[config.mk]
export PLATFORM = sky130hd
export DESIGN_NAME = strap_capture
export DESIGN_NICKNAME = d
export VERILOG_FILES = /design/src/rtl/strap_capture.sv
export SDC_FILE = /design/constraint.sdc
export NUM_CORES = 1
export LEC_CHECK = 0
export BUFFER_PORTS_ARGS = -buffer_cell sky130_fd_sc_hd__buf_2
export CELL_PAD_IN_SITES_DETAIL_PLACEMENT = 1
export CELL_PAD_IN_SITES_GLOBAL_PLACEMENT = 2
export CORE_MARGIN = 3
export CORE_UTILIZATION = 33
export CTS_CLUSTER_SIZE = 10
export DETAILED_ROUTE_END_ITERATION = 12
export HOLD_SLACK_MARGIN = 0.05
export PLACE_DENSITY = 0.81
export SLEW_MARGIN = 10
export SYNTH_ARGS = -nofsm -noshare
export SYNTH_HDL_FRONTEND = slang
export SYNTH_SLANG_ARGS = --single-unit
[constraint.sdc]
create_clock -name clk -period 1.36 [get_ports clk]
set_clock_uncertainty 0.05 [all_clocks]
set_input_delay 0.408 -clock clk [delete_from_list [all_inputs] [get_ports clk]]
set_output_delay 0.408 -clock clk [all_outputs]
set_load 0.1 [all_outputs]
[src/rtl/strap_capture.sv]
module strap_capture #(
  parameter int ARB_W       = 2,
  parameter int SYNC_STAGES = 2
) (
  input  logic             clk,
  input  logic             rst_n,
  input  logic             pwr_ok,
  input  logic             strap_hiz_n,
  input  logic             strap_selftest_n,
  input  logic             strap_mchk_n,
  input  logic             strap_busi_n,
  input  logic [ARB_W-1:0] strap_agent_n,
  output logic             cfg_hiz,
  output logic             cfg_selftest,
  output logic             cfg_mchk_ignore,
  output logic             cfg_busi_ignore,
  output logic [ARB_W-1:0] cfg_agent_id,
  output logic             cfg_valid
);
  localparam int W = 4 + ARB_W;

  logic [W-1:0] raw;
  logic [W-1:0] sync_q [SYNC_STAGES];
  logic [W-1:0] strap_s;
  logic [W-1:0] cfg_q;
  logic         rst_seen;
  logic         release_pulse;

  assign raw = {strap_agent_n, strap_busi_n, strap_mchk_n, strap_selftest_n, strap_hiz_n};

  // Synchronizer runs without reset so the straps settle while rst_n is low.
  genvar g;
  generate
    for (g = 0; g < SYNC_STAGES; g++) begin : g_sync
      if (g == 0) begin : g_first
        always_ff @(posedge clk) sync_q[g] <= raw;
      end else begin : g_next
        always_ff @(posedge clk) sync_q[g] <= sync_q[g-1];
      end
    end
  endgenerate

  assign strap_s = sync_q[SYNC_STAGES-1];

  always_ff @(posedge clk or negedge rst_n) begin
    if (!rst_n) rst_seen <= 1'b0;
    else        rst_seen <= 1'b1;
  end

  assign release_pulse = rst_n && !rst_seen;

  always_ff @(posedge clk or negedge rst_n) begin
    if (!rst_n)             cfg_q <= '0;
    else if (release_pulse) cfg_q <= ~strap_s;
  end

  assign cfg_hiz         = cfg_q[0];
  assign cfg_selftest    = cfg_q[1];
  assign cfg_mchk_ignore = cfg_q[2];
  assign cfg_busi_ignore = cfg_q[3];
  assign cfg_agent_id    = cfg_q[W-1:4];
  assign cfg_valid       = rst_seen;

  always @(posedge clk)
    if (!rst_n) AST_RESET_DEFAULTS: assert (cfg_q == '0 && !cfg_valid);

  AST_VALID_ON_RELEASE: assert property (@(posedge clk) disable iff (!rst_n)
    $rose(cfg_valid) |-> $past(release_pulse));
  AST_HOLD_AFTER_CAPTURE: assert property (@(posedge clk) disable iff (!rst_n)
    cfg_valid |=> $stable(cfg_q));
  AST_HIZ_DECODE: assert property (@(posedge clk) disable iff (!rst_n)
    release_pulse |=> cfg_hiz == !$past(strap_s[0]) && cfg_selftest == !$past(strap_s[1]));
  AST_OBS_DECODE: assert property (@(posedge clk) disable iff (!rst_n)
    release_pulse |=> cfg_mchk_ignore == !$past(strap_s[2]) && cfg_busi_ignore == !$past(strap_s[3]));
  AST_AGENT_INVERT: assert property (@(posedge clk) disable iff (!rst_n)
    release_pulse |=> cfg_agent_id == ~$past(strap_s[W-1:4]));
  AST_PWR_OK_NO_EFFECT: assert property (@(posedge clk) disable iff (!rst_n)
    cfg_valid && !$stable(pwr_ok) |-> $stable(cfg_q));
endmodule

==> key figures <==
Outcome
  • Status: complete, no violations

Critical path
  • Worst reg2reg setup slack: 310 ps
  • Setup crit start kind: flip-flop
  • Endpoint arrival time on the critical path: 900 ps
  • Maximum net fanout on the critical path: 2
  • Critical path class: reg -> out
  • Cell chain of the critical path: buf_12
  • Data required, critical path: 900 ps
  • Category of cells accounting for the largest share of critical-path delay: flip-flops
  • Buf+Inv Stages, Crit Path: 1
  • CP max stage delay: 430 ps
  • Critical Path Sink Type: output port
  • Slowest CP cell: sky130_fd_sc_hd__dfrtp_1

STA
  • Final cycle utilization of the critical path: 99.5%
  • Worst Hold Slack: 165 ps
  • Final Max Tran Viols: 0
  • Unrepaired setup endpoints after global routing: yes
  • Post-route minimum period: 1350 ps
  • Setup-failing EPs final: 0
  • Number of hold violations in the final report: 0
  • Peak clock frequency supported by timing: 0.739 GHz

Route
  • Via-to-Cell Ratio: 4.01
  • Number of DRC violations after detailed routing: 0
  • Post-route ant nets: 0
  • Drt wl/cell: 10.2 µm
  • Via count: 277
  • DRT Wirelength: 705 µm
  • 1st-pass router iterations: 1
  • Iteration-0 DRC Markers: 0

GRT
  • Antenna violations before repair: 0
  • Global Route Usage Sum: 8.57%
  • First-pass GRT wire length: 1210 µm
  • Maximum number of pins on one net before global-route repair: 11
  • Global route overflow: 0
  • Vias in the first global route: 272

Yosys
  • Simple-gate portion of the synthesized area: 2.61%
  • Portion of netlist area occupied by mux cells: 11.4%
  • Number of unique standard cell types used by synthesis: 7
  • Area of the mapped netlist: 527 µm²
  • Proportion of synthesized chip area in sequential cells: 78.9%
  • Synth Area in Compound Gates: 0%
  • Ys Warns: 0
  • Post-Synth Adder-Cell Area: 0%
  • Post-synthesis net count: 43
  • Post-synthesis sequential element count: 19
  • Xor/xnor share of the synthesized area: 0%
  • Cells after Synth: 34
  • Average cell area after synthesis: 15.5 µm²
  • Largest family of logic cells by synthesized area: multiplexers

CTS
  • Post-cts gate resize count: 0
  • Root buffer cell: sky130_fd_sc_hd__clkbuf_4
  • Number of buffers between clock root and the deepest sink: 2
  • Clock-pin transition on the worst setup and hold timing paths: 100 ps
  • CTS sink count: 19
  • CTS buffer count: 3
  • Clk Latency, worst-skew pair: 280 ps
  • Clock tree from TritonCTS: built
  • Number of levels in the clock H-tree: 1

Floorplan
  • Die W: 46.0 µm
  • Floorplan die height: 46.0 µm
  • Number of standard-cell rows in the floorplan: 13
  • Initial core utilization: 37.7%
  • CORE AREA: 1400 µm²
  • I/O pin count: 16
  • Full die area: 2110 µm²

Cells and area
  • Post-layout util: 54.5%
  • Fill cell instance count of the final layout: 140
  • Count of inserted antenna diode cells: 0
  • Growth of design area from synthesis to finish: 44.7%
  • Share of cells above drive strength 1: 38.9%
  • Final-stage net count: 64

Pwr
  • Worst IR drop on VDD: 892 µV
  • Leakage power of the design: 0.396 nW
  • PwrDens: 1700 nW/µm²

Placement
  • Gp weighted congestion: 0.559
  • Count of input and output buffers: 14

Run
  • Max-cap viol count: 0

Worst hold path
  • Hold crit path type: in -> reg
## synthesized netlist by cell type, drive strengths merged
| master | n | area (µm²) |
|---|---|---|
| dfxtp | 12 | 240 |
| buf | 1 | 11.3 |
| conb | 1 | 3.75 |
| inv | 6 | 22.5 |
| nand2b | 1 | 13.8 |
| dfrtp | 7 | 175 |
| mux2i | 6 | 60.1 |
## timing repair
action,4_1_cts,5_1_grt
setup endpoints to repair,3,7
setup buffers,1,1
endpoints found under the hold margin,7,0
hold buffers,1,0
## cell families after synthesis
logic type / Yosys count
buf+inv: 7
flops: 19
mux: 6
other cells: 1
simple gates: 1
## where the power goes
group	total (W)	leakage [nW]	switching, W	internal (W)
Clock	0.000266	0.0150	0.000152	0.000114
Combinational	0.000389	0.200	0.000247	0.000141
Sequential	0.000641	0.181	0.0000348	0.000606
## per-stage QoR
| stage | instances | TNS, ps | total power (W) | worst slack [ps] | instance area, µm² |
|---|---|---|---|---|---|
| 2_1_floorplan | 34 | 0 | 0.000878 | 4.52 | 528 |
| 3_3_place_gp | 62 | 0 | 0.00103 | 300 | 711 |
| 3_5_place_dp | 62 | 0 | 0.00104 | 249 | 711 |
| 4_1_cts | 68 | -17.6 | 0.00131 | -13.7 | 754 |
| 5_1_grt | 69 | -193 | 0.00136 | -39.6 | 762 |
| 6_report | 69 | 0 | 0.00130 | 6.19 | 762 |
## metal layers
layer  global-route usage (%)  vias to the layer above  wire [µm]
met5                        0                        -          0
met4                     5.11                        0          0
met3                     3.56                        0         52
met2                     12.9                       13        341
met1                     10.0                      125        311
li1                         -                      139          -
## cell type report
cell class / instances / area, µm² / area share (%)
sequential: 19 / 417 / 54.7
tap: 15 / 18.8 / 2.46
clock buffer: 4 / 26.3 / 3.45
multi-input combinational: 8 / 77.6 / 10.2
inverter: 6 / 22.5 / 2.96
timing repair buffer: 17 / 200 / 26.3
## state kept, by name, summed over array words and instances (netlist names)
| signal | count |
|---|---|
| cfg_q | 6 |
| cfg_valid | 1 |
| sync_q | 12 |
## final timing paths
path,startpoint,depth (start not counted),to
worst min-delay path,strap_busi_n,1,sync_q[0][3]
min in group asynchronous,rst_n,2,cfg_q[4]
worst max-delay path,cfg_q[1],1,cfg_selftest
worst min register to register,sync_q[0][2],0,sync_q[0][8]
worst max register to register,cfg_valid,3,cfg_q[1]
max in group asynchronous,rst_n,2,cfg_valid
## placed cells by master, fill, tap and decap left out
master | Yosys | routed
sky130_fd_sc_hd__inv_1 | 6 | 6
sky130_fd_sc_hd__dlygate4sd3_1 | 0 | 1
sky130_fd_sc_hd__nand2b_4 | 1 | 1
sky130_fd_sc_hd__buf_12 | 0 | 7
sky130_fd_sc_hd__conb_1 | 1 | 1
sky130_fd_sc_hd__dfrtp_1 | 7 | 6
sky130_fd_sc_hd__clkbuf_4 | 0 | 3
sky130_fd_sc_hd__dfxtp_1 | 12 | 12
sky130_fd_sc_hd__clkbuf_1 | 0 | 1
sky130_fd_sc_hd__dfrtp_2 | 0 | 1
sky130_fd_sc_hd__buf_2 | 0 | 7
sky130_fd_sc_hd__mux2i_1 | 6 | 6
sky130_fd_sc_hd__buf_4 | 0 | 2
Power figures use the tool's default switching activity.
